### src/rtl/frame_acq_pkg.sv
package frame_acq_pkg;

  // recommended threshold settings, Q1.7 (128 = 1.0)
  localparam logic [7:0] THR_SOF_ENTRY_DEF  = 8'd78;
  localparam logic [7:0] THR_CODE_ENTRY_DEF = 8'd113;
  localparam logic [7:0] THR_SOF_TRACK_DEF  = 8'd46;
  localparam logic [7:0] THR_CODE_TRACK_DEF = 8'd83;

  typedef enum logic [1:0] {
    ST_SEARCH     = 2'd0,
    ST_TENTATIVE  = 2'd1,
    ST_TRACK_WAIT = 2'd2,
    ST_TRACK_CODE = 2'd3
  } acqState_e;

  // control -> datapath strobes
  typedef struct packed {
    logic acceptCode;   // load counter, capture index, raise start
    logic countEn;      // counting toward predicted header
  } ctrlStrb_t;

  // datapath -> control flags
  typedef struct packed {
    logic sofEntryHit;
    logic codeEntryHit;
    logic sofTrackHit;
    logic codeTrackHit;
    logic cntAtOne;
  } dpFlags_t;

endpackage

### src/rtl/corr_thresh.sv
module corr_thresh #(
  parameter int CORR_W   = 5,
  parameter int THR_W    = 8,
  parameter int FRAC_W   = 7,
  parameter int SYM_CNT  = 26
) (
  input  logic [CORR_W-1:0] corr,
  input  logic [THR_W-1:0]  thr,
  output logic              hit
);
  localparam int CMP_W = THR_W + $clog2(SYM_CNT + 1) + CORR_W + FRAC_W;

  logic [CMP_W-1:0] corrScaled;
  logic [CMP_W-1:0] thrScaled;

  always_comb begin
    corrScaled = CMP_W'(corr) << FRAC_W;
    thrScaled  = CMP_W'(thr) * CMP_W'(SYM_CNT);
    hit        = corrScaled > thrScaled;
  end
endmodule

### src/rtl/frame_acq_datapath.sv
module frame_acq_datapath
  import frame_acq_pkg::*;
#(
  parameter int SOF_LEN  = 26,
  parameter int CODE_LEN = 64,
  parameter int THR_W    = 8,
  parameter int FRAC_W   = 7,
  parameter int IDX_W    = 7,
  parameter int LEN_W    = 16,
  localparam int SOF_CW  = $clog2(SOF_LEN + 1),
  localparam int CODE_CW = $clog2(CODE_LEN + 1)
) (
  input  logic               clk,
  input  logic               rst,
  input  logic               symValid,
  input  logic [SOF_CW-1:0]  sofCorr,
  input  logic [CODE_CW-1:0] codeCorr,
  input  logic [IDX_W-1:0]   codeIdxIn,
  input  logic [LEN_W-1:0]   frameLenIn,
  input  logic [THR_W-1:0]   thrSofEntry,
  input  logic [THR_W-1:0]   thrCodeEntry,
  input  logic [THR_W-1:0]   thrSofTrack,
  input  logic [THR_W-1:0]   thrCodeTrack,
  input  ctrlStrb_t          strb,
  output dpFlags_t           flags,
  output logic [IDX_W-1:0]   codeIdx,
  output logic               frameStart
);

  logic [LEN_W-1:0] symCnt;

  corr_thresh #(.CORR_W(SOF_CW), .THR_W(THR_W), .FRAC_W(FRAC_W), .SYM_CNT(SOF_LEN))
    sofEntryCmp (.corr(sofCorr), .thr(thrSofEntry), .hit(flags.sofEntryHit));
  corr_thresh #(.CORR_W(SOF_CW), .THR_W(THR_W), .FRAC_W(FRAC_W), .SYM_CNT(SOF_LEN))
    sofTrackCmp (.corr(sofCorr), .thr(thrSofTrack), .hit(flags.sofTrackHit));
  corr_thresh #(.CORR_W(CODE_CW), .THR_W(THR_W), .FRAC_W(FRAC_W), .SYM_CNT(CODE_LEN))
    codeEntryCmp (.corr(codeCorr), .thr(thrCodeEntry), .hit(flags.codeEntryHit));
  corr_thresh #(.CORR_W(CODE_CW), .THR_W(THR_W), .FRAC_W(FRAC_W), .SYM_CNT(CODE_LEN))
    codeTrackCmp (.corr(codeCorr), .thr(thrCodeTrack), .hit(flags.codeTrackHit));

  assign flags.cntAtOne = (symCnt == LEN_W'(1));

  // symbols remaining until the predicted header
  always_ff @(posedge clk) begin
    if (rst) begin
      symCnt <= '0;
    end else if (strb.acceptCode) begin
      symCnt <= frameLenIn;
    end else if (strb.countEn && symValid && (symCnt > LEN_W'(1))) begin
      symCnt <= symCnt - LEN_W'(1);
    end
  end

  always_ff @(posedge clk) begin
    if (rst) begin
      codeIdx    <= '0;
      frameStart <= 1'b0;
    end else begin
      frameStart <= strb.acceptCode;
      if (strb.acceptCode) codeIdx <= codeIdxIn;
    end
  end

  AST_LEN_NONZERO: assert property (@(posedge clk) disable iff (rst)
    strb.acceptCode |-> (frameLenIn != '0)) else $error("zero frame length");
  AST_CNT_LIVE: assert property (@(posedge clk) disable iff (rst)
    strb.countEn |-> (symCnt != '0)) else $error("counter empty while tracking");
  AST_START_SINGLE: assert property (@(posedge clk) disable iff (rst)
    frameStart |=> !frameStart) else $error("frame start longer than a cycle");

endmodule

### src/rtl/frame_acq_control.sv
module frame_acq_control
  import frame_acq_pkg::*;
(
  input  logic      clk,
  input  logic      rst,
  input  logic      symLocked,
  input  logic      symValid,
  input  logic      codeValid,
  input  dpFlags_t  flags,
  output ctrlStrb_t strb,
  output logic      locked
);

  acqState_e state, stateNext;

  always_comb begin
    stateNext       = state;
    strb.acceptCode = 1'b0;
    strb.countEn    = 1'b0;
    if (!symLocked) begin
      stateNext = ST_SEARCH;
    end else begin
      unique case (state)
        ST_SEARCH: begin
          if (symValid && flags.sofEntryHit) stateNext = ST_TENTATIVE;
        end
        ST_TENTATIVE: begin
          if (codeValid) begin
            if (flags.codeEntryHit) begin
              stateNext       = ST_TRACK_WAIT;
              strb.acceptCode = 1'b1;
            end else begin
              stateNext = ST_SEARCH;
            end
          end
        end
        ST_TRACK_WAIT: begin
          strb.countEn = 1'b1;
          if (symValid && flags.cntAtOne)
            stateNext = flags.sofTrackHit ? ST_TRACK_CODE : ST_SEARCH;
        end
        ST_TRACK_CODE: begin
          if (codeValid) begin
            if (flags.codeTrackHit) begin
              stateNext       = ST_TRACK_WAIT;
              strb.acceptCode = 1'b1;
            end else begin
              stateNext = ST_SEARCH;
            end
          end
        end
        default: stateNext = ST_SEARCH;
      endcase
    end
  end

  always_ff @(posedge clk) begin
    if (rst) state <= ST_SEARCH;
    else     state <= stateNext;
  end

  assign locked = (state == ST_TRACK_WAIT) || (state == ST_TRACK_CODE);

  AST_LOCK_ENTRY: assert property (@(posedge clk) disable iff (rst)
    $rose(locked) |-> $past(codeValid && flags.codeEntryHit)) else $error("lock without code");
  AST_TIMING_LOSS: assert property (@(posedge clk) disable iff (rst)
    $past(!symLocked) |-> !locked) else $error("locked without symbol timing");
  AST_SINGLE_STROBE: assert property (@(posedge clk) disable iff (rst)
    !(symValid && codeValid)) else $error("symbol and code strobes together");

endmodule

### src/rtl/frame_acq_lock.sv
module frame_acq_lock
  import frame_acq_pkg::*;
#(
  parameter int SOF_LEN   = 26,
  parameter int CODE_LEN  = 64,
  parameter int NUM_CODES = 128,
  parameter int THR_W     = 8,
  parameter int FRAC_W    = 7,
  parameter int LEN_W     = 16,
  localparam int SOF_CW   = $clog2(SOF_LEN + 1),
  localparam int CODE_CW  = $clog2(CODE_LEN + 1),
  localparam int IDX_W    = $clog2(NUM_CODES)
) (
  input  logic               clk,
  input  logic               rst,
  input  logic               symLocked,
  input  logic               symValid,
  input  logic [SOF_CW-1:0]  sofCorr,
  input  logic               codeValid,
  input  logic [CODE_CW-1:0] codeCorr,
  input  logic [IDX_W-1:0]   codeIdxIn,
  output logic [IDX_W-1:0]   lookupIdx,
  input  logic [LEN_W-1:0]   frameLenIn,
  input  logic [THR_W-1:0]   thrSofEntry,
  input  logic [THR_W-1:0]   thrCodeEntry,
  input  logic [THR_W-1:0]   thrSofTrack,
  input  logic [THR_W-1:0]   thrCodeTrack,
  output logic               locked,
  output logic [IDX_W-1:0]   codeIdx,
  output logic               frameStart
);

  ctrlStrb_t strb;
  dpFlags_t  flags;

  assign lookupIdx = codeIdxIn;

  frame_acq_control ctrl_i (
    .clk(clk), .rst(rst), .symLocked(symLocked), .symValid(symValid),
    .codeValid(codeValid), .flags(flags), .strb(strb), .locked(locked)
  );

  frame_acq_datapath #(
    .SOF_LEN(SOF_LEN), .CODE_LEN(CODE_LEN), .THR_W(THR_W), .FRAC_W(FRAC_W),
    .IDX_W(IDX_W), .LEN_W(LEN_W)
  ) dp_i (
    .clk(clk), .rst(rst), .symValid(symValid), .sofCorr(sofCorr),
    .codeCorr(codeCorr), .codeIdxIn(codeIdxIn), .frameLenIn(frameLenIn),
    .thrSofEntry(thrSofEntry), .thrCodeEntry(thrCodeEntry),
    .thrSofTrack(thrSofTrack), .thrCodeTrack(thrCodeTrack),
    .strb(strb), .flags(flags), .codeIdx(codeIdx), .frameStart(frameStart)
  );

  AST_START_LOCKED: assert property (@(posedge clk) disable iff (rst)
    frameStart |-> locked) else $error("frame start while unlocked");

endmodule

### config.mk
export PLATFORM = sky130hd
export DESIGN_NAME = frame_acq_lock
export DESIGN_NICKNAME = d
export VERILOG_FILES = /design/src/rtl/frame_acq_pkg.sv /design/src/rtl/corr_thresh.sv /design/src/rtl/frame_acq_datapath.sv /design/src/rtl/frame_acq_control.sv /design/src/rtl/frame_acq_lock.sv
export SDC_FILE = /design/constraint.sdc
export NUM_CORES = 1
export LEC_CHECK = 0
export ABC_AREA = 1
export BUFFER_PORTS_ARGS = -buffer_cell sky130_fd_sc_hd__clkbuf_2
export CAP_MARGIN = 0
export CORE_ASPECT_RATIO = 1.5
export CORE_MARGIN = 1.5
export CORE_UTILIZATION = 50
export CTS_CLUSTER_SIZE = 8
export DETAILED_ROUTE_END_ITERATION = 7
export GPL_ROUTABILITY_DRIVEN = 0
export GPL_TIMING_DRIVEN = 0
export PLACE_DENSITY_LB_ADDON = 0.25
export SETUP_SLACK_MARGIN = 0.5
export SYNTH_ARGS = -nofsm -noshare
export SYNTH_HDL_FRONTEND = slang
export SYNTH_HIERARCHICAL = 1
export SYNTH_SLANG_ARGS = --single-unit
### constraint.sdc
create_clock -name clk -period 2.7 [get_ports clk]
set_input_delay 0.135 -clock clk [delete_from_list [all_inputs] [get_ports clk]]
set_output_delay 0.135 -clock clk [all_outputs]
set_load 0.01 [all_outputs]
==> Word level (Yosys, flattened, before mapping) <==
Cells that the tools add are included.
{ "word_totals": {"reg_bits": 26, "out_inout_bits": 16} }
{ "op_classes": {"n_reduce_logical": 9, "eq_ne": 8, "n_mul": 2, "n_mux": 17, "addsub": 1, "bitwise": 1, "magnitude_cmp": 5} }
{ "ops": {"columns": ["cell", "count"], "rows": [
  ["$mux 16", 2],
  ["$gt 14x14->1", 2],
  ["$gt 12x13->1", 2],
  ["$mul 8x4->12 const B", 2],
  ["$eq 16x1->1 const B", 1],
  ["$gt 16x1->1 const B", 1],
  ["$mux 2", 8],
  ["$sub 16x1->16 const B", 1],
  ["$pmux 2 s4", 1],
  ["$mux 1", 5],
  ["$eq 2x2->1 const B", 2],
  ["$logic_and 1x1->1", 4],
  ["$ne 2x1->1 const B", 2],
  ["$ne 2x2->1 const B", 2],
  ["$reduce_and 4->1", 1],
  ["$eq 2x1->1 const B", 1],
  ["$logic_not 2->1", 1],
  ["$pmux 1 s2", 1],
  ["$reduce_bool 2->1", 1],
  ["$reduce_or 2->1", 1],
  ["$logic_or 1x1->1", 1],
  ["$not 1->1", 1]
]} }

==> Logic depth before layout (Yosys ltp) <==
Gate-level depths: netlist of the first run.
{ "depth": {"depth_word": 9, "depth_mapped": 25} }

==> By module <==
Netlist of the first run, hierarchy kept.
{ "by_module_without_submodules": {"columns": ["module", "area_each_um2", "cells_per_inst", "instances", "seq_area_each_um2"], "rows": [
  ["frame_acq_datapath", 1536.5, 239, 1, 480.5],
  ["corr_thresh (dp_i.sofEntryCmp)", 803.3, 119, 1, 0.0],
  ["corr_thresh (dp_i.sofTrackCmp)", 798.3, 105, 1, 0.0],
  ["corr_thresh (dp_i.codeEntryCmp ...)", 205.2, 34, 2, 0.0],
  ["frame_acq_control", 176.4, 33, 1, 40.0],
  ["frame_acq_lock", 52.6, 7, 1, 0.0]
]} }

==> Worst setup path before layout of the first run <==
OpenSTA, ideal clock, no wires.
{ "synth_path": {"path_type": "input to register", "startpoint": "input thrSofEntry[1]", "endpoint": "register ctrl_i.state[0]", "stages": 21, "setup_ns": 0.112, "path_buffers": 0, "required_ns": 2.588, "path_slack_ns": -0.264, "arrival_ns": 2.852, "cell_sequence": "ha_1 -> fa_1 -> fa_1 -> nand3_1 -> nand2_2 -> nand2_1 -> nand2_1 -> xor2_1 -> ha_1 -> nand3_1 -> inv_1 -> nand2_1 -> nor2_1 -> nor2_1 -> nand2_1 -> nor2_1 -> nand2_1 -> nand2_2 -> nand3_1 -> nor2_1 -> nor2_1"} }
{ "synth_lines": {"columns": ["element", "line", "rtl"], "rows": [
  ["start: declaration", "frame_acq_lock.sv:24", "input logic [THR_W-1:0] thrSofEntry,"],
  ["end signal: assignment", "frame_acq_control.sv:59", "else state <= stateNext;"],
  ["end: declaration", "frame_acq_control.sv:14", "acqState_e state, stateNext;"]
]} }

==> flow_summary.toml, run 1 <==
[routing]
via_per_inst = 4.98
vias = 3843
drt_iter0_drc = 89
drc = 0
drt_first_pass_iters = 4
wl_microns = 9260
wire_per_inst_microns = 12.0
antenna_left = 0

[clock_network]
cts_buffers = 3
htree_num_levels = 1
clkTransAtPathRegs_ns = 0.09
clock_sinks = 26
clock_latency_ns = 0.29
cts_max_path_buffers = 2
clockRootBuffer = "clkbuf_8"
cts_tree = "done"

[synthesis]
yosys-top-cells-area = "ha_1, dfxtp_1, nand2_1"
synth-seq-cells = 26
synth_top_area_share = 0.225
synth_top_area_cell = "ha_1"
synth_area_per_cell_sq_um = 6.62
ys.flop_type = "dfxtp_1"
yosys_warnings = 6
synth.cell_area_sq_um = 3780
syn-num-nets = 721
synth_edf_count = 0
synthDistinctLibCells = 34
ys_seq_area_frac = 0.138
postSynth.asyncResetShare = 0
syn_inst = 571

[timing]
hold_viol_final = 0
skew_ns = 0.00773
max_slew.worst_pin.slew_ns = 0.503
final_max_slew_viol_count = 0
max_freq_ghz = 0.346
setup_slack_ns = -0.189
fin_hold_ws_ns = 0.0908
setup_viol = 2
slew-limit-headroom = 0.665
post-route-period-util = 1.07
min_period_ns = 2.89
rsz0062_at_grt = "true"

[layout]
drive_above_1_share = 0.306
finalInstanceArea_sq_um = 4820
multi_input_area_sq_um = 3050
synthToLayoutAreaGrowth_pct = 27.7
layout.cells.non_filler = 771
fin_nets = 822
diodes = 0
n_fill_cell = 670
regArea_sq_um = 520

[critical_path]
crit_path_start_kind = "input pin"
required_ns = 2.89
worstPathBufferInverterCount = 1
cp_top_family = "adder cells"
crit_top_cell = "nor2_1"
critPathKind = "in -> reg"
worstPathCellList = "buf_4 > ha_4 > fa_2 > fa_2 > nand3_2 > nand2_2 > nand2_1 > nand2_1 > xor2_1 > ha_1 > nand3_4 > nor2_2 > nor2_1 > nor2_1 > nand2_1 > nor2_1 > nand2_1 > nand2_2 > nand3_2 > nor2_1 > nor2_1"
slowest_stage = "fa_2"
cp-end-kind = "register"
cp.arrival_ns = 3.08
crit_fanout = 3
slowest_delay_ns = 0.46

[run_status]
status = "finished with violations"
violations = "negative setup slack"

[floorplanning]
fp-row-count = 38
die_w_microns = 74.0
initial_core_util = 0.519
die_h_microns = 109
ios = 88
fp.coreArea_sq_um = 7270
dieArea_sq_um = 8100

[place]
hpwlAfterDp_microns = 7680
port_buffers = 87
pre_cts_slack_ns = -0.574
dp_cells = 758
placed_cell_area_sq_um = 4550

[power]
leakagePower_nw = 2.58
p_per_area_nw_per_um2 = 364
ir_worst_vdd_v = 0.000339

[global_routing]
antenna_found_initial = 0
grt_pass1_vias = 3768
grt_use_total = 0.233
grt_pass1_wl_microns = 15000
grt_overflow = 0
grt_max_degree = 15

[flow_run]
drv_cap = 0

[hold_path]
hold_path_class = "in -> reg"
==> cell usage in the layout, fill, tap and decap left out, types with 4 or more instances in the layout <==
master | Yosys | final
a21oi_1 | 18 | 14
a21oi_2 | 10 | 12
buf_4 | 7 | 17
clkbuf_2 | 0 | 83
clkbuf_8 | 0 | 5
dfxtp_1 | 26 | 26
fa_1 | 10 | 6
fa_2 | 0 | 4
ha_1 | 68 | 49
ha_2 | 0 | 4
ha_4 | 0 | 15
inv_1 | 100 | 88
inv_2 | 0 | 12
nand2_1 | 134 | 130
nand2_2 | 7 | 11
nand3_1 | 36 | 32
nand3_2 | 3 | 5
nand4_1 | 6 | 6
nor2_1 | 64 | 62
nor2_2 | 9 | 11
nor2_4 | 4 | 4
nor3_1 | 9 | 9
o21ai_0 | 17 | 14
xnor2_1 | 6 | 5
xor2_1 | 8 | 8
==> worst min-delay path, delay by kind of cell <==
family | cells | cell delay, ns
buf+inv | 1 | 0.09
simple gates | 2 | 0.12
==> cell families after synthesis <==
| logic type | Yosys count | synth area share |
|---|---|---|
| AND/OR/NAND/NOR | 280 | 0.334 |
| buffers and inverters | 121 | 0.134 |
| adder cells (fa/ha/maj) | 78 | 0.278 |
| AO/OA/AOI/OAI | 52 | 0.0838 |
| flip-flops | 26 | 0.138 |
| XOR/XNOR | 14 | 0.0325 |
==> sequential cells by signal, summed over array words and instances (netlist names) <==
signal and flops:
dp_i/symCnt 16, dp_i/codeIdx 7, ctrl_i/state 2, dp_i/frameStart 1
==> timing repair <==
item	CTS	global route
pin swaps	32	9
buffers inserted	5	4
setup endpoints to repair	2	25
gates resized for setup	18	19
hold buffers	0	0
==> per-layer routing <==
layer | wire [microns] | global-route usage
met3 | 195 | 0.0137
met2 | 5430 | 0.488
met5 | 0 | 0
met1 | 3420 | 0.219
met4 | 221 | 0.0979
==> report_power, final <==
| group | switching (mW) | total [mW] | internal, mW |
|---|---|---|---|
| sequential | 0.00778 | 0.397 | 0.389 |
| clock | 0.131 | 0.263 | 0.131 |
| combinational | 0.594 | 1.10 | 0.503 |
==> final timing paths <==
check,slack [ns],cells after the start,startpoint,end
worst max-delay path,-0.19,21,thrSofEntry[1],ctrl_i/state[0]
worst min-delay path,0.09,3,codeIdxIn[1],dp_i/codeIdx[1]
worst max register to register,0.85,7,ctrl_i/state[0],dp_i/symCnt[2]
worst min register to register,0.52,2,dp_i/codeIdx[4],dp_i/codeIdx[4]
==> final cells by class <==
class,count,area share
multi-input combinational,424,0.632
timing repair buffer,96,0.117
sequential,26,0.108
inverter,106,0.0854
tap,100,0.0259
buffer,15,0.0205
clock buffer,4,0.0114
==> synth_stat cells, types with 6 or more instances <==
library cell	n
a21oi_1	18
nand4_1	6
dfxtp_1	26
buf_4	7
fa_1	10
inv_1	100
nand2_2	7
nor2_2	9
xnor2_1	6
nor2_1	64
nor3_1	9
o21ai_0	17
xor2_1	8
ha_1	68
nand2_1	134
nand3_1	36
a21oi_2	10
==> metrics by stage <==
stage | power, mW | util | TNS [ns]
finish | 1.76 | 0.663 | -0.364
global route | 1.91 | 0.663 | -0.774
CTS | 1.70 | 0.650 | -0.327
detailed placement | 1.39 | 0.625 | -1.14
global placement | 1.35 | 0.625 | -1.00
floorplan | 1.15 | - | -0.172
Power figures use the tool's default switching activity.
==> inputs of run 2 (changes only) <==
--- a/config.mk
+++ b/config.mk
@@ -16,7 +16,7 @@
 export GPL_ROUTABILITY_DRIVEN = 0
 export GPL_TIMING_DRIVEN = 0
 export PLACE_DENSITY_LB_ADDON = 0.25
-export SETUP_SLACK_MARGIN = 0.5
+export SETUP_SLACK_MARGIN = 0.4
 export SYNTH_ARGS = -nofsm -noshare
 export SYNTH_HDL_FRONTEND = slang
 export SYNTH_HIERARCHICAL = 1
==> constraint.sdc (replaced) <==
create_clock -name clk -period 3.61 [get_ports clk]
set_input_delay 0.1805 -clock clk [delete_from_list [all_inputs] [get_ports clk]]
set_output_delay 0.1805 -clock clk [all_outputs]
set_load 0.01 [all_outputs]
==> flow_summary.toml, run 2 (synthesis results as in run 1) <==
[floorplanning]
die_h_microns = 109
ios = 88
die_w_microns = 74.0
initial_core_util = 0.519
fp-row-count = 38
dieArea_sq_um = 8100
fp.coreArea_sq_um = 7270

[clock_network]
cts_tree = "done"
clock_sinks = 26
clock_latency_ns = 0.27
clockRootBuffer = "clkbuf_8"
cts_max_path_buffers = 2
cts_buffers = 3
htree_num_levels = 1
clkTransAtPathRegs_ns = 0.08

[layout]
final_common_cell = "nand2_1"
top_register = "dp_i/symCnt"
largest_reg_flops = 16
top_regs = "dp_i/symCnt x16, dp_i/codeIdx x7, ctrl_i/state x2"
n_fill_cell = 705
diodes = 0
drive_above_1_share = 0.250
finalInstanceArea_sq_um = 4520
finish.utilization = 0.621
fin_nets = 815
most-common-layout-cells = "nand2_1, inv_1, clkbuf_2, nor2_1, ha_1"
synthToLayoutAreaGrowth_pct = 19.5

[timing]
setup_viol = 0
fin_hold_ws_ns = 0.148
tns_ns = 0
slew-limit-headroom = 0.719
setup_slack_ns = 0.576
rsz0062_at_grt = "true"
min_period_ns = 3.03
skew_ns = 0.00560
final_max_slew_viol_count = 0
max_freq_ghz = 0.330
hold_viol_final = 0
max_slew.worst_pin.slew_ns = 0.421
post-route-period-util = 0.840

[power]
switching_power_mw = 0.484
power_frac_comb = 0.606
seqPwrFrac = 0.254
leakagePower_nw = 2.53
p_per_area_nw_per_um2 = 259
internal-power_mw = 0.687
ir_worst_vdd_v = 0.000153
power_frac_clock = 0.141
swShare = 0.413

[routing]
drt_iter0_drc = 122
wl_met2_microns = 4550
route.met3.wl_microns = 319
antenna_left = 0
drc = 0
wl_microns = 8250
via_per_inst = 4.89
vias = 3728
top_layer = "met4"
wirelength_met1_microns = 3230
wire_per_inst_microns = 10.8
drt_first_pass_iters = 4

[critical_path]
critPathKind = "in -> reg"
cp.arrival_ns = 3.21
crit_fanout = 4
crit_path_start_kind = "input pin"
cp-end-kind = "register"
required_ns = 3.78

[run_status]
status = "completed"

[place]
placed_cell_area_sq_um = 4340
pre_cts_slack_ns = 0.167
hpwlAfterDp_microns = 7070
port_buffers = 87

[global_routing]
grt_max_degree = 14
antenna_found_initial = 0
grt_overflow = 0
grt_pass1_vias = 3601
grt_pass1_wl_microns = 13900
grt_use_total = 0.211

[flow_run]
drv_cap = 0

[hold_path]
hold_path_class = "in -> reg"
==> run 2: worst paths after layout <==
kind                        start         endpoint  slack (ns)  depth (start not counted)
hold / removal       codeIdxIn[6]  dp_i/codeIdx[6]        0.15                          3
setup / recovery   thrSofEntry[4]  ctrl_i/state[1]        0.58                         24
hold reg to reg   dp_i/codeIdx[3]  dp_i/codeIdx[3]        0.51                          2
setup reg to reg  ctrl_i/state[1]   dp_i/symCnt[6]        1.57                          7
==> run 2: power groups by stage <==
stage               Sequential, mW  Combinational, mW  Clock (mW)
floorplan                    0.303              0.491           0
global placement             0.303              0.625           0
detailed placement           0.303              0.647           0
CTS                          0.297              0.651       0.169
global route                 0.298              0.825       0.179
finish                       0.297              0.709       0.165
==> run 2: worst max-delay path, stage by stage <==
cell      delay, ns
clkbuf_2       0.14
ha_4           0.28
inv_1          0.04
fa_1           0.51
inv_1          0.07
ha_4           0.26
a21oi_2        0.14
nand2_2        0.09
nand2_1        0.06
nand2_1        0.05
xor2_1         0.17
ha_1           0.33
nand3_2        0.09
inv_1          0.04
nand2_1        0.05
nor2_1         0.04
nor2_1         0.10
nand2_1        0.07
nor2_2         0.08
nand2_1        0.07
nand2_2        0.09
nand3_2        0.09
nor2_2         0.11
nor2_1         0.04
==> run 2: per-stage QoR <==
| stage | std cells | power (mW) |
|---|---|---|
| 2_1_floorplan | 571 | 0.793 |
| 6_report | 763 | 1.17 |
| 3_3_place_gp | 758 | 0.928 |
| 3_5_place_dp | 758 | 0.950 |
| 4_1_cts | 761 | 1.12 |
| 5_1_grt | 763 | 1.30 |
==> run 2: final cells by class <==
| cell class | instances | area, sq um | area share |
|---|---|---|---|
| plain buffers | 15 | 97.6 | 0.0216 |
| flip-flops and latches | 26 | 520 | 0.115 |
| inverters | 106 | 408 | 0.0903 |
| repair buffers | 89 | 450 | 0.0998 |
| clock buffers | 3 | 41.3 | 0.00914 |
| multi-input cells | 424 | 2870 | 0.636 |
| well taps | 100 | 125 | 0.0277 |
==> run 2: per-layer routing <==
layer | GRT usage | vias to the layer above
met3 | 0.0211 | 14
met1 | 0.225 | 1659
met5 | 0 | -
li1 | - | 1972
met2 | 0.413 | 83
met4 | 0.0728 | 0
==> run 2: what timing repair did <==
item | CTS | global route
endpoints found under the setup margin | 0 | 2
buffers inserted | 0 | 2
hold buffers | 0 | 0
resized for setup | 0 | 21
hold endpoints to repair | 0 | 0
==> inputs of run 3 (changes only) <==
--- a/config.mk
+++ b/config.mk
@@ -5,12 +5,12 @@
 export SDC_FILE = /design/constraint.sdc
 export NUM_CORES = 1
 export LEC_CHECK = 0
-export ABC_AREA = 1
+export ABC_AREA = 0
 export BUFFER_PORTS_ARGS = -buffer_cell sky130_fd_sc_hd__clkbuf_2
 export CAP_MARGIN = 0
 export CORE_ASPECT_RATIO = 1.5
 export CORE_MARGIN = 1.5
-export CORE_UTILIZATION = 50
+export CORE_UTILIZATION = 49
 export CTS_CLUSTER_SIZE = 8
 export DETAILED_ROUTE_END_ITERATION = 7
 export GPL_ROUTABILITY_DRIVEN = 0
==> constraint.sdc (replaced) <==
create_clock -name clk -period 2.6 [get_ports clk]
set_input_delay 0.13 -clock clk [delete_from_list [all_inputs] [get_ports clk]]
set_output_delay 0.13 -clock clk [all_outputs]
set_load 0.01 [all_outputs]
==> flow_summary.toml, run 3 <==
[place]
hpwlAfterDp_microns = 6350
dp_cells = 569
pre_cts_slack_ns = -1.42
port_buffers = 87

[run_status]
violations = "negative setup slack"
status = "finished with violations"

[clock_network]
clock_latency_ns = 0.27
cts_buffers = 3
postCtsHoldBufs = 0
clkTransAtPathRegs_ns = 0.09
htree_num_levels = 1
cts_max_path_buffers = 2
clockRootBuffer = "clkbuf_8"
clock_sinks = 26
cts_tree = "done"

[synthesis]
synth-seq-cells = 26
ys.flop_type = "dfxtp_1"
synth_edf_count = 0
synth_most_common_cell = "ha_1"
syn_inst = 404
synth.cell_area_sq_um = 3390
synthDistinctLibCells = 63
postSynth.asyncResetShare = 0
syn-num-nets = 554
netlist_top_cells_count = "ha_1, inv_1, nor2_1"
ys_seq_area_frac = 0.153
yosys-top-cells-area = "ha_1, dfxtp_1, inv_1"
synth_area_per_cell_sq_um = 8.40
synth_top_area_cell = "ha_1"
synth_top_area_share = 0.251
yosys_warnings = 6

[flow_run]
drv_cap = 0

[layout]
largest_reg_flops = 16
fin_nets = 652
drive_above_1_share = 0.295
top_regs = "dp_i/symCnt x16, dp_i/codeIdx x7, ctrl_i/state x2"
final_common_cell = "clkbuf_2"
synthToLayoutAreaGrowth_pct = 23.6
most-common-layout-cells = "clkbuf_2, ha_1, inv_1, nor2_1, dfxtp_1"
layout.cells.non_filler = 579
diodes = 0
top_register = "dp_i/symCnt"

[critical_path]
crit_path_start_kind = "input pin"
reg2reg_depth = 6
worstPathBufferInverterCount = 2
critPathKind = "in -> reg"
crit_fanout = 3
cp_top_family = "adder cells"
cp-end-kind = "register"
slowest_delay_ns = 0.56
cp.arrival_ns = 3.71
slowest_stage = "fa_2"
worstSetupPathDepth = 15
required_ns = 2.77
worstPathCellList = "buf_8 > ha_4 > fa_2 > ha_4 > a21o_1 > a21o_1 > a2111oi_4 > a211oi_2 > ha_1 > or4b_1 > or4_1 > and4b_2 > inv_2 > a41oi_1 > o21a_1"

[floorplanning]
ios = 88
initial_core_util = 0.502
die_w_microns = 70.9
fp-row-count = 37
die_h_microns = 105
dieArea_sq_um = 7440
fp.coreArea_sq_um = 6760

[timing]
hold_viol_final = 0
skew_ns = 0.00236
post-route-period-util = 1.36
slew-limit-headroom = 0.591
tns_ns = -1.80
setup_slack_ns = -0.941
max_slew.worst_pin.slew_ns = 0.608
rsz0062_at_grt = "true"
max_freq_ghz = 0.282
setup_viol = 2
final_max_slew_viol_count = 0
min_period_ns = 3.54

[routing]
drc = 0
drt_iter0_drc = 158
wl_microns = 7550
vias = 3224
drt_first_pass_iters = 5
via_per_inst = 5.57
antenna_left = 0
wire_per_inst_microns = 13.0

[power]
switching_power_mw = 0.612
seqPwrFrac = 0.255
p_per_area_nw_per_um2 = 380
leakagePower_nw = 2.07
internal-power_mw = 0.982
power_frac_clock = 0.162
swShare = 0.384
power_frac_comb = 0.583
ir_worst_vdd_v = 0.000218

[global_routing]
grt_use_total = 0.208
grt_pass1_wl_microns = 13100
antenna_found_initial = 0
grt_overflow = 0
grt_pass1_vias = 3335
grt_max_degree = 15

[hold_path]
hold_path_class = "in -> reg"
hold_path_depth = 2
## run 3: worst paths after layout
path                    from         endpoint  slack (ns)
max           thrSofTrack[1]  ctrl_i/state[0]       -0.94
min            frameLenIn[1]   dp_i/symCnt[1]        0.07
max reg2reg  dp_i/symCnt[12]  ctrl_i/state[0]        0.32
min reg2reg  dp_i/codeIdx[6]  dp_i/codeIdx[6]        0.50
## run 3: layer usage
| layer | global-route usage | routed length (microns) | up-vias |
|---|---|---|---|
| li1 | - | - | 1633 |
| met1 | 0.203 | 2900 | 1492 |
| met2 | 0.423 | 4190 | 85 |
| met3 | 0.0212 | 314 | 14 |
| met4 | 0.0822 | 142 | 0 |
| met5 | 0 | 0 | - |
## run 3: cell families after synthesis
family,count (synthesis),synth area share
adders and majority gates,78,0.310
and+or+nand+nor,103,0.174
buffers and inverters,76,0.0933
xor gates and xnor gates,20,0.0516
DFF,26,0.153
muxes,8,0.0236
AOI/OAI and AO/OA,93,0.194
## run 3: final cells by class
class / instances / area (sq um)
Tap cell: 78 / 97.6
Multi-Input combinational cell: 302 / 2690
Sequential cell: 26 / 522
Fill cell: 588 / 2570
Inverter: 61 / 231
Buffer: 15 / 93.8
Timing Repair Buffer: 93 / 499
Clock buffer: 4 / 55.1
## run 3: repair_timing
item | in CTS | in global routing
cloned | 0 | 0
endpoints found under the hold margin | 0 | 0
endpoints found under the setup margin | 19 | 18
pin swaps | 7 | 9
resized for setup | 11 | 25
setup buffers | 2 | 4
## run 3: worst reg2reg max path: cells and delay by family, from the launching register on
| family | cells | cell delay, ns |
|---|---|---|
| flip-flops | 1 | 0.38 |
| AO/OA/AOI/OAI | 2 | 0.36 |
| AND/OR/NAND/NOR | 4 | 1.50 |
## run 3: power groups by stage
stage,Sequential (mW),Clock (mW),Combinational (mW)
detailed placement,0.416,0,0.849
finish,0.407,0.259,0.929
CTS,0.406,0.274,0.903
global route,0.408,0.289,1.06
floorplan,0.415,0,0.629
global placement,0.415,0,0.818
## run 3: stage by stage
step,util,power (mW),hold slack [ns],area [sq um]
5_1_grt,0.620,1.75,0.0766,4190
6_report,0.620,1.59,0.0691,4190
2_1_floorplan,-,1.04,0.253,3420
3_3_place_gp,0.586,1.23,0.348,3960
3_5_place_dp,0.586,1.26,0.353,3960
4_1_cts,0.606,1.58,0.0632,4100
